<file path="config.mk">
export PLATFORM = sky130hd
export DESIGN_NAME = stepper_cmd_if
export DESIGN_NICKNAME = d
export VERILOG_FILES = /design/src/rtl/stepdrv_pkg.sv /design/src/rtl/stepdrv_sync.sv /design/src/rtl/stepdrv_ready.sv /design/src/rtl/stepdrv_phase.sv /design/src/rtl/stepper_cmd_if.sv
export SDC_FILE = /design/constraint.sdc
export NUM_CORES = 1
export LEC_CHECK = 0
export ABC_CLOCK_PERIOD_IN_PS = 2000
export BUFFER_PORTS_ARGS = -buffer_cell sky130_fd_sc_hd__buf_4
export CORE_ASPECT_RATIO = 0.6
export CORE_MARGIN = 8
export CORE_UTILIZATION = 45
export CTS_CLUSTER_SIZE = 25
export DETAILED_ROUTE_END_ITERATION = 8
export SLEW_MARGIN = 5
export SYNTH_ARGS = -nofsm -noshare
export SYNTH_HDL_FRONTEND = slang
export SYNTH_HIERARCHICAL = 1
export SYNTH_SLANG_ARGS = --single-unit
</file>
<file path="constraint.sdc">
create_clock -name clk_i -period 2 [get_ports clk_i]
set_input_delay 0 -clock clk_i [delete_from_list [all_inputs] [get_ports clk_i]]
set_output_delay 0 -clock clk_i [all_outputs]
set_load 0.02 [all_outputs]
</file>
<file path="src/rtl/stepdrv_pkg.sv">
package stepdrv_pkg;
  typedef struct packed {
    logic fault;
    logic pwm;
    logic gate;
    logic enable;
    logic dir;
    logic step;
  } drv_in_t;
  localparam int unsigned DRV_IN_W = $bits(drv_in_t);
endpackage

</file>
<file path="src/rtl/stepdrv_sync.sv">
module stepdrv_sync #(
  parameter int unsigned W = 1
) (
  input  logic         clk_i,
  input  logic         rst_ni,
  input  logic [W-1:0] d_i,
  output logic [W-1:0] q_o
);
  logic [W-1:0] meta_q, sync_q;
  always_ff @(posedge clk_i or negedge rst_ni) begin
    if (!rst_ni) begin
      meta_q <= '0;
      sync_q <= '0;
    end else begin
      meta_q <= d_i;
      sync_q <= meta_q;
    end
  end
  assign q_o = sync_q;
endmodule

</file>
<file path="src/rtl/stepdrv_ready.sv">
module stepdrv_ready #(
  parameter int unsigned READY_CYCLES = 100_000_000
) (
  input  logic clk_i,
  input  logic rst_ni,
  input  logic en_i,
  input  logic fault_i,
  output logic ready_o
);
  localparam int unsigned CW = $clog2(READY_CYCLES + 1);
  localparam logic [CW-1:0] CNT_LAST = CW'(READY_CYCLES - 1);

  logic [CW-1:0] cnt_q;
  logic          lat_q, rdy_q;

  always_ff @(posedge clk_i or negedge rst_ni) begin
    if (!rst_ni) begin
      cnt_q <= '0;
      lat_q <= 1'b0;
      rdy_q <= 1'b0;
    end else if (!en_i) begin
      cnt_q <= '0;
      lat_q <= 1'b0;
      rdy_q <= 1'b0;
    end else if (fault_i) begin
      cnt_q <= '0;
      lat_q <= 1'b1;
      rdy_q <= 1'b0;
    end else if (!lat_q && !rdy_q) begin
      if (cnt_q == CNT_LAST) begin
        cnt_q <= '0;
        rdy_q <= 1'b1;
      end else begin
        cnt_q <= cnt_q + 1'b1;
      end
    end
  end
  assign ready_o = rdy_q;

  p_en_low_clears_r4: assert property (@(posedge clk_i) disable iff (!rst_ni)
    !en_i |=> (!rdy_q && cnt_q == '0));
  p_fault_drops_r5: assert property (@(posedge clk_i) disable iff (!rst_ni)
    (en_i && fault_i) |=> (!rdy_q && lat_q));
  p_latch_holds_r5: assert property (@(posedge clk_i) disable iff (!rst_ni)
    (lat_q && en_i) |=> !rdy_q);
endmodule

</file>
<file path="src/rtl/stepdrv_phase.sv">
module stepdrv_phase #(
  parameter int unsigned PHASE_N = 200,
  localparam int unsigned PW = $clog2(PHASE_N)
) (
  input  logic          clk_i,
  input  logic          rst_ni,
  input  logic          rdy_i,
  input  logic          step_i,
  input  logic          ccw_i,
  output logic [PW-1:0] phase_o
);
  localparam logic [PW-1:0] PH_MAX = PW'(PHASE_N - 1);
  logic [PW-1:0] ph_q;

  always_ff @(posedge clk_i or negedge rst_ni) begin
    if (!rst_ni)          ph_q <= '0;
    else if (!rdy_i)      ph_q <= '0;
    else if (step_i) begin
      if (ccw_i) ph_q <= (ph_q == '0) ? PH_MAX : ph_q - 1'b1;
      else       ph_q <= (ph_q == PH_MAX) ? '0 : ph_q + 1'b1;
    end
  end
  assign phase_o = ph_q;

  p_zero_unready_r6: assert property (@(posedge clk_i) disable iff (!rst_ni)
    !rdy_i |=> ph_q == '0);
  p_wrap_up_r6: assert property (@(posedge clk_i) disable iff (!rst_ni)
    (rdy_i && step_i && !ccw_i && ph_q == PH_MAX) |=> ph_q == '0);
  p_wrap_down_r6: assert property (@(posedge clk_i) disable iff (!rst_ni)
    (rdy_i && step_i && ccw_i && ph_q == '0) |=> ph_q == PH_MAX);
endmodule

</file>
<file path="src/rtl/stepper_cmd_if.sv">
module stepper_cmd_if
  import stepdrv_pkg::*;
#(
  parameter int unsigned READY_CYCLES = 100_000_000,
  parameter int unsigned PHASE_N      = 200,
  localparam int unsigned PW = $clog2(PHASE_N)
) (
  input  logic          clk_i,
  input  logic          rst_ni,
  input  logic          step_i,
  input  logic          dir_i,
  input  logic          enable_i,
  input  logic          gate_i,
  input  logic          pwm_i,
  input  logic          fault_i,
  output logic          step_o,
  output logic          dir_o,
  output logic [PW-1:0] phase_o,
  output logic          ready_no,
  output logic          phase_en_o
);
  drv_in_t raw, syn;
  logic    step_prev_q, rise, accept, rdy;
  logic    step_q, dir_q;

  assign raw = '{fault: fault_i, pwm: pwm_i, gate: gate_i,
                 enable: enable_i, dir: dir_i, step: step_i};

  stepdrv_sync #(.W(DRV_IN_W)) i_sync (
    .clk_i (clk_i), .rst_ni (rst_ni), .d_i (raw), .q_o (syn)
  );

  stepdrv_ready #(.READY_CYCLES(READY_CYCLES)) i_ready (
    .clk_i (clk_i), .rst_ni (rst_ni), .en_i (syn.enable),
    .fault_i (syn.fault), .ready_o (rdy)
  );

  assign rise   = syn.step & ~step_prev_q;
  assign accept = rise & rdy & syn.gate;

  always_ff @(posedge clk_i or negedge rst_ni) begin
    if (!rst_ni) begin
      step_prev_q <= 1'b0;
      step_q      <= 1'b0;
      dir_q       <= 1'b0;
    end else begin
      step_prev_q <= syn.step;
      step_q      <= accept;
      dir_q       <= syn.dir;
    end
  end

  stepdrv_phase #(.PHASE_N(PHASE_N)) i_phase (
    .clk_i (clk_i), .rst_ni (rst_ni), .rdy_i (rdy),
    .step_i (accept), .ccw_i (syn.dir), .phase_o (phase_o)
  );

  assign step_o     = step_q;
  assign dir_o      = dir_q;
  assign ready_no   = ~rdy;
  assign phase_en_o = rdy & ~syn.pwm;

  p_strobe_one_cycle_r2: assert property (@(posedge clk_i) disable iff (!rst_ni)
    step_o |=> !step_o);
  p_strobe_needs_ready_r8: assert property (@(posedge clk_i) disable iff (!rst_ni)
    $rose(step_o) |-> $past(rdy));
  p_blank_when_unready_r7: assert property (@(posedge clk_i) disable iff (!rst_ni)
    ready_no |-> !phase_en_o);
endmodule

</file>
==> PnR_summary.wiki, run 1 <==
{| class="wikitable"
! Metric !! Value
|-
| Cell count after synthesis || 296
|-
| Fmax achieved || 519 MHz
|-
| CTS HTree Levels || 2
|-
| Predominant post-synthesis flop cell || sky130_fd_sc_hd__dfrtp_1
|-
| Pin count of the biggest net entering global routing || 53
|-
| Clock-pin slew of the registers on the worst-case setup and hold paths || 0.09 ns
|-
| Post-synthesis async set-or-reset flop share || 100%
|-
| Distinct cell type count after synthesis || 58
|-
| Die height || 77.2 um
|-
| P_leak || 1.34 nW
|-
| Number of antenna-violating nets in the routed design || 0
|-
| Worst hold slack || 0.254 ns
|-
| GP Congestion || 0.930
|-
| Worst hold path class || primary input to async pin
|-
| Total of warnings raised by yosys || 6
|-
| Crit path capture type || flip-flop
|-
| TritonCTS clock tree || yes
|-
| Detailed Routing Iterations Pass 1 || 5
|-
| Site Rows || 22
|-
| Crit path max-delay cell type || sky130_fd_sc_hd__or4b_4
|-
| Synth Cell Area || 2810 sq um
|-
| Required time reported for the critical path endpoint || 2.20 ns
|-
| Power density over cell area || 556 nW/um^2
|-
| Crit path buffers/inverters || 1
|-
| Final number of setup-violating endpoints || 0
|-
| Filler Cell Count || 544
|-
| Area leader, netlist || sky130_fd_sc_hd__dfrtp_1
|-
| Result of the run || finished, final reports clean
|-
| Total global-route track usage || 15.9%
|-
| Biggest fanout along the worst timing path || 4
|-
| Pre-CTS setup slack || 0.0556 ns
|-
| Startpoint class of the critical path || flip-flop
|-
| Number of antenna violations at the first check in global routing || 0
|-
| Proportion of synthesized chip area in sequential cells || 46.3%
|-
| Final Hold Violating Endpoints || 0
|-
| Clock sinks || 52
|-
| Starting density of the core || 46.2%
|-
| Via count || 2513
|-
| Area growth from synthesis to layout || 20.7%
|-
| Nets || 354
|-
| First-iteration detailed-routing DRC count || 231
|-
| Type of the setup path with the least slack || flip-flop to flip-flop
|-
| Main area contributors after synthesis || sky130_fd_sc_hd__dfrtp_1, sky130_fd_sc_hd__a21oi_1, sky130_fd_sc_hd__nand2_1, sky130_fd_sc_hd__o31ai_1, sky130_fd_sc_hd__or4_1
|-
| Number of synthesized register bits || 52
|-
| Vias per cell || 5.89
|-
| Wire length of the first global-routing pass || 12000 um
|-
| Number of remaining DRC errors || 0
|-
| Sum of internal, switching and leakage power || 0.00189 W
|-
| Final routed wirelength across all metal layers || 7250 um
|-
| Area of the core || 6080 sq um
|-
| Cell family contributing the most delay on the critical path || simple AND/OR/NAND/NOR gates
|-
| Final worst path period need || 1.93 ns
|-
| Cells traversed along the worst timing path || inv_1 > ha_1 > or4b_4 > nor2_1 > nand2_1 > a311oi_1
|-
| Area of the die || 9120 sq um
|-
| Clock insertion delay at the later pin of the skew report || 0.30 ns
|-
| Post-synth EDFFs || 0
|-
| Clock skew after layout || 0.00538 ns
|-
| Number of maximum-capacitance constraint violations || 0
|-
| Final sum of negative setup slack || 0 ns
|-
| Worst Setup Slack, final || 0.0735 ns
|-
| Arrival time of data at the critical path endpoint || 2.13 ns
|-
| Number of global-route vias before repair || 2303
|-
| Routed WL per cell || 17.0 um
|-
| Number of max-slew violations in the final report || 0
|-
| CTS root buf || sky130_fd_sc_hd__clkbuf_8
|-
| CTS buffer count || 5
|-
| Final HPWL from detailed placement || 5180 um
|-
| Proportion of layout cells with a drive suffix above 1 || 19.2%
|-
| Worst-case clock buffer depth || 2
|-
| Worst Tran Pin Value || 0.708 ns
|-
| Largest stage delay on the critical path || 0.52 ns
|-
| Slew margin rel. || 52.6%
|-
| I/O pin count || 20
|-
| Port Buffer Count || 19
|-
| Sum of overflow across all layers after global routing || 0
|-
| RSZ-0062 raised after global routing || yes
|-
| Maximum vdd drop || 0.322 mV
|-
| Diode count || 0
|-
| Top cell type's share of synthesized area || 46.3%
|-
| Die Wd || 118 um
|-
| Post-Synthesis Mean Instance Area || 9.50 sq um
|-
| Mapped Nets || 308
|-
| Final clock period utilization by the worst path || 96.3%
|}
routing by layer:
layer  track usage, %  wire length [um]  vias to the layer above
met2             18.6              2560                      102
li1                 -                 -                     1221
met5                0                 0                        -
met3             4.68               654                        2
met1             26.3              4010                     1188
met4             2.92                25                        0
state kept, by name, summed over array words and instances, names as in the netlist:
register	flops
i_ready/cnt_q	27
i_phase/phase_o	8
i_sync/meta_q	6
i_sync/q_o	6
dir_o	1
i_ready/lat_q	1
i_ready/ready_o	1
step_o	1
step_prev_q	1
worst register-to-register path: cells and delay by family (launching register included):
family          cells  cell delay [ns]
compound gates      1             0.30
fa+ha+maj           1             0.17
buf+inv             1             0.08
flops               1             0.40
simple gates        3             0.88
synth_stat cells (2+ instances only):
master and count:
sky130_fd_sc_hd__nor4b_1 3, sky130_fd_sc_hd__a31oi_1 3, sky130_fd_sc_hd__o22ai_1 2, sky130_fd_sc_hd__a41oi_1 2
sky130_fd_sc_hd__o21a_1 3, sky130_fd_sc_hd__a21oi_1 24, sky130_fd_sc_hd__inv_1 10, sky130_fd_sc_hd__and4_1 5
sky130_fd_sc_hd__nor3_1 4, sky130_fd_sc_hd__and3_1 2, sky130_fd_sc_hd__nor2_1 16, sky130_fd_sc_hd__xor2_1 6
sky130_fd_sc_hd__nor2b_1 3, sky130_fd_sc_hd__a311oi_1 3, sky130_fd_sc_hd__nand2b_1 3, sky130_fd_sc_hd__buf_2 7
sky130_fd_sc_hd__or3_1 10, sky130_fd_sc_hd__o221ai_1 3, sky130_fd_sc_hd__nor4_1 3, sky130_fd_sc_hd__clkbuf_1 7
sky130_fd_sc_hd__or4_1 12, sky130_fd_sc_hd__nand4_1 11, sky130_fd_sc_hd__o31ai_1 12, sky130_fd_sc_hd__nand2_1 24
sky130_fd_sc_hd__nand3_1 16, sky130_fd_sc_hd__o2111ai_1 2, sky130_fd_sc_hd__o21ai_0 15, sky130_fd_sc_hd__dfrtp_1 52
sky130_fd_sc_hd__ha_1 4
cell usage in the layout (no fill, tap or decap), types with 5 or more instances in the layout:
| cell | Yosys | routed |
|---|---|---|
| sky130_fd_sc_hd__dfrtp_1 | 52 | 50 |
| sky130_fd_sc_hd__buf_4 | 1 | 48 |
| sky130_fd_sc_hd__nand2_1 | 24 | 24 |
| sky130_fd_sc_hd__a21oi_1 | 24 | 24 |
| sky130_fd_sc_hd__nor2_1 | 16 | 16 |
| sky130_fd_sc_hd__nand3_1 | 16 | 16 |
| sky130_fd_sc_hd__o21ai_0 | 15 | 15 |
| sky130_fd_sc_hd__o31ai_1 | 12 | 12 |
| sky130_fd_sc_hd__or4_1 | 12 | 12 |
| sky130_fd_sc_hd__nand4_1 | 11 | 11 |
| sky130_fd_sc_hd__inv_1 | 10 | 10 |
| sky130_fd_sc_hd__or3_1 | 10 | 10 |
| sky130_fd_sc_hd__dlygate4sd3_1 | 0 | 7 |
| sky130_fd_sc_hd__xor2_1 | 6 | 6 |
| sky130_fd_sc_hd__clkbuf_8 | 0 | 5 |
| sky130_fd_sc_hd__and4_1 | 5 | 5 |
stage by stage:
stage | utilization (%) | cells | cell area, sq um
floorplan | - | 296 | 2810
global placement | 52.5 | 410 | 3200
detailed placement | 52.5 | 410 | 3200
CTS | 55.5 | 425 | 3380
global route | 55.8 | 427 | 3390
finish | 55.8 | 427 | 3390
cell families after synthesis:
family / after synthesis / synth area share [%]
compound gates: 83 / 19.9
xor+xnor: 7 / 2.18
fa+ha+maj: 4 / 1.78
buf+inv: 27 / 4.45
flops: 52 / 46.3
mux: 1 / 0.356
simple gates: 122 / 25.0
path summary, 6_finish.rpt:
path,from,end,slack [ns],cells past startpoint
min in group clk_i,dir_i,i_sync/meta_q[1]$_DFF_PN0_,0.35,2
worst min register to register,i_sync/meta_q[3]$_DFF_PN0_,i_sync/q_o[3]$_DFF_PN0_,0.36,0
worst min-delay path,rst_ni,i_ready/cnt_q[16]$_DFFE_PN0P_,0.25,2
max in group asynchronous,rst_ni,i_ready/cnt_q[10]$_DFFE_PN0P_,1.29,2
worst max-delay path,i_phase/phase_o[0]$_DFFE_PN0P_,i_phase/phase_o[0]$_DFFE_PN0P_,0.07,6
worst max register to register,i_phase/phase_o[0]$_DFFE_PN0P_,i_phase/phase_o[0]$_DFFE_PN0P_,0.07,6
report_power, final:
group	internal [W]	leakage (nW)	total [W]	switching, W
sequential	0.00107	0.689	0.00108	0.0000126
combinational	0.0000395	0.599	0.0000936	0.0000542
clock	0.000370	0.0541	0.000714	0.000343
layout make-up:
class / count / area, sq um / area share [%]
multi-input cells: 217 / 1390 / 40.8
repair buffers: 56 / 450 / 13.3
clock buffers: 5 / 68.8 / 2.03
flip-flops and latches: 52 / 1300 / 38.4
inverters: 10 / 37.5 / 1.11
clock inverters: 3 / 42.5 / 1.25
well taps: 84 / 105 / 3.10
timing repair:
action,CTS,global route
hold buffers,7,0
buffers inserted,0,2
setup endpoints to repair,0,5
resized for setup,0,2
hold endpoints to repair,58,0
(Power assumes the default switching activity.)
==> inputs of run 2 (changes only) <==
--- a/config.mk
+++ b/config.mk
@@ -5,13 +5,14 @@
 export SDC_FILE = /design/constraint.sdc
 export NUM_CORES = 1
 export LEC_CHECK = 0
-export ABC_CLOCK_PERIOD_IN_PS = 2000
+export ABC_CLOCK_PERIOD_IN_PS = 2500
 export BUFFER_PORTS_ARGS = -buffer_cell sky130_fd_sc_hd__buf_4
 export CORE_ASPECT_RATIO = 0.6
 export CORE_MARGIN = 8
 export CORE_UTILIZATION = 45
 export CTS_CLUSTER_SIZE = 25
 export DETAILED_ROUTE_END_ITERATION = 8
+export SETUP_SLACK_MARGIN = 0.2
 export SLEW_MARGIN = 5
 export SYNTH_ARGS = -nofsm -noshare
 export SYNTH_HDL_FRONTEND = slang
==> constraint.sdc (replaced) <==
create_clock -name clk_i -period 2.5 [get_ports clk_i]
set_input_delay 0 -clock clk_i [delete_from_list [all_inputs] [get_ports clk_i]]
set_output_delay 0 -clock clk_i [all_outputs]
set_load 0.02 [all_outputs]
==> run 2 against run 1 <==
  * First-iteration DRC count down 14%
  * Critical endpoint unchanged
  * Global-route usage down 0.47 points
  * Critical path type unchanged
  * Sequential cell count unchanged
  * Design area down 6.2%
  * Core utilization down 3.5 points
  * Wire length down 6.4%
  * Final cell count down 5.6%
  * Fmax down 5.8%
  * Clock skew up 0.0010 ns
  * Highest routed layer unchanged
  * Critical path depth unchanged
  * Sequential power down 20%
==> PnR_summary.wiki, run 2 (synthesis results as in run 1) <==
{| class="wikitable"
! Metric !! Value
|-
| Worst-case clock buffer depth || 2
|-
| Crit path capture type || flip-flop
|-
| Diode count || 0
|-
| Switching power of the nets || 0.000359 W
|-
| Final clock period utilization by the worst path || 81.8%
|-
| Area of the die || 9120 sq um
|-
| CTS HTree Levels || 2
|-
| Clock-pin slew of the registers on the worst-case setup and hold paths || 0.10 ns
|-
| CTS buffer count || 5
|-
| Starting density of the core || 46.2%
|-
| Number of remaining DRC errors || 0
|-
| Largest stage delay on the critical path || 0.51 ns
|-
| CP Launch Point || i_phase/phase_o[0]$_DFFE_PN0P_
|-
| Slew margin rel. || 47.1%
|-
| Crit path max-delay cell type || sky130_fd_sc_hd__dfrtp_1
|-
| Startpoint of the worst-slack reg-to-reg timing path || i_phase/phase_o[0]$_DFFE_PN0P_
|-
| Cells traversed along the worst timing path || inv_1 > ha_1 > or4b_4 > nor2_1 > nand2_1 > a311oi_1
|-
| TritonCTS clock tree || yes
|-
| Result of the run || finished, final reports clean
|-
| Maximum vdd drop || 0.288 mV
|-
| Clock sinks || 52
|-
| Die Wd || 118 um
|-
| Site Rows || 22
|-
| Pin count of the biggest net entering global routing || 53
|-
| Type of the setup path with the least slack || flip-flop to flip-flop
|-
| Number of max-slew violations in the final report || 0
|-
| Fmax achieved || 489 MHz
|-
| Startpoint class of the critical path || flip-flop
|-
| Proportion of layout cells with a drive suffix above 1 || 12.5%
|-
| Die height || 77.2 um
|-
| Most used cells in the layout excluding fill and tap cells || sky130_fd_sc_hd__dfrtp_1, sky130_fd_sc_hd__buf_4, sky130_fd_sc_hd__nand2_1, sky130_fd_sc_hd__a21oi_1
|-
| P_leak || 1.21 nW
|-
| Final worst path period need || 2.05 ns
|-
| Largest register by flop count || i_ready/cnt_q
|-
| Power density over cell area || 454 nW/um^2
|-
| Via count || 2374
|-
| Number of maximum-capacitance constraint violations || 0
|-
| Port Buffer Count || 19
|-
| I/O pin count || 20
|-
| Sequential fraction of design power || 59.9%
|-
| Number of global-route vias before repair || 2184
|-
| Final sum of negative setup slack || 0 ns
|-
| Required time reported for the critical path endpoint || 2.73 ns
|-
| Detailed Routing Iterations Pass 1 || 4
|-
| Number of antenna violations at the first check in global routing || 0
|-
| Biggest fanout along the worst timing path || 11
|-
| Final Hold Violating Endpoints || 0
|-
| Most common library cell in the layout ignoring fill and taps || sky130_fd_sc_hd__dfrtp_1
|-
| Area growth from synthesis to layout || 13.2%
|-
| Routed WL per cell || 16.8 um
|-
| Sum of overflow across all layers after global routing || 0
|-
| Clock skew after layout || 0.00638 ns
|-
| Vias per cell || 5.89
|-
| Core occupancy in the finished layout || 52.3%
|-
| RSZ-0062 raised after global routing || no
|-
| Arrival time of data at the critical path endpoint || 2.27 ns
|-
| Pint || 0.00109 W
|-
| Max FFs per register || 27
|-
| GP Congestion || 0.840
|-
| Final HPWL from detailed placement || 4770 um
|-
| Worst hold path class || primary input to async pin
|-
| Final number of setup-violating endpoints || 0
|-
| Filler Cell Count || 564
|-
| Wire length of the first global-routing pass || 11600 um
|-
| Worst Tran Pin Value || 0.792 ns
|-
| Total global-route track usage || 15.5%
|-
| Clock insertion delay at the later pin of the skew report || 0.32 ns
|-
| Final routed wirelength across all metal layers || 6780 um
|-
| Number of antenna-violating nets in the routed design || 0
|-
| Area of the core || 6080 sq um
|-
| CTS root buf || sky130_fd_sc_hd__clkbuf_8
|-
| Nets || 330
|-
| Combinational fraction of design power || 4.7%
|-
| Sw Share || 24.8%
|-
| First-iteration detailed-routing DRC count || 198
|-
| Proportion of power drawn by the clock network || 35.5%
|}
## run 2: cell types whose count changed in the layout (fill, tap and decap cells not counted), sizes merged
cell,change
bufinv,-1
inv,+1
buf,-24
## run 2: area by class of cell
class	count	area, sq um	share of cell area (%)
clock buffer	5	68.8	2.16
clock inverter	3	27.5	0.864
inverter	10	37.5	1.18
multi-input combinational	217	1390	43.5
sequential	52	1300	40.9
tap	84	105	3.30
timing repair buffer	32	258	8.09
## run 2: repair_timing
action	4_1_cts	5_1_grt
setup buffers	0	0
hold buffers	7	0
gates resized for setup	0	0
hold endpoints to repair	58	0
## run 2: power groups by stage
stage | clock (W) | sequential, W | combinational (W)
4_1_cts | 0.000535 | 0.000865 | 0.0000687
3_5_place_dp | 0 | 0.000881 | 0.0000595
6_report | 0.000513 | 0.000865 | 0.0000673
2_1_floorplan | 0 | 0.000878 | 0.0000274
5_1_grt | 0.000571 | 0.000868 | 0.0000758
3_3_place_gp | 0 | 0.000881 | 0.0000607
## run 2: path summary, 6_finish.rpt
path | cells past startpoint | to | slack (ns)
max | 6 | i_phase/phase_o[0]$_DFFE_PN0P_ | 0.45
min | 2 | i_ready/cnt_q[15]$_DFFE_PN0P_ | 0.25
max reg2reg | 6 | i_phase/phase_o[0]$_DFFE_PN0P_ | 0.45
min reg2reg | 0 | i_sync/q_o[4]$_DFF_PN0_ | 0.36
max in group asynchronous | 2 | i_phase/phase_o[6]$_DFFE_PN0P_ | 1.82
min in group clk_i | 2 | i_sync/meta_q[3]$_DFF_PN0_ | 0.32
## run 2: per-stage QoR
step / power (W) / cells / instance area, sq um / setup slack [ns] / hold slack [ns]
finish: 0.00145 / 403 / 3180 / 0.454 / 0.252
CTS: 0.00147 / 403 / 3180 / 0.498 / 0.266
detailed placement: 0.000941 / 388 / 3020 / 0.522 / 0.0802
floorplan: 0.000905 / 296 / 2810 / 0.544 / -0.296
global placement: 0.000942 / 388 / 3020 / 0.571 / 0.0807
global route: 0.00151 / 403 / 3180 / 0.335 / 0.302
## run 2: routing by layer
layer  track usage, %  routed length [um]
met5                0                   0
met4             3.43                  51
met3             3.80                 446
met2             17.3                2280
met1             26.4                4010
## run 2: critical path, delay by kind of cell (launching register included)
kind	cells	cell delay [ns]
compound gates	1	0.28
fa+ha+maj	1	0.17
simple gates	3	0.85
flops	1	0.51
buf+inv	1	0.13
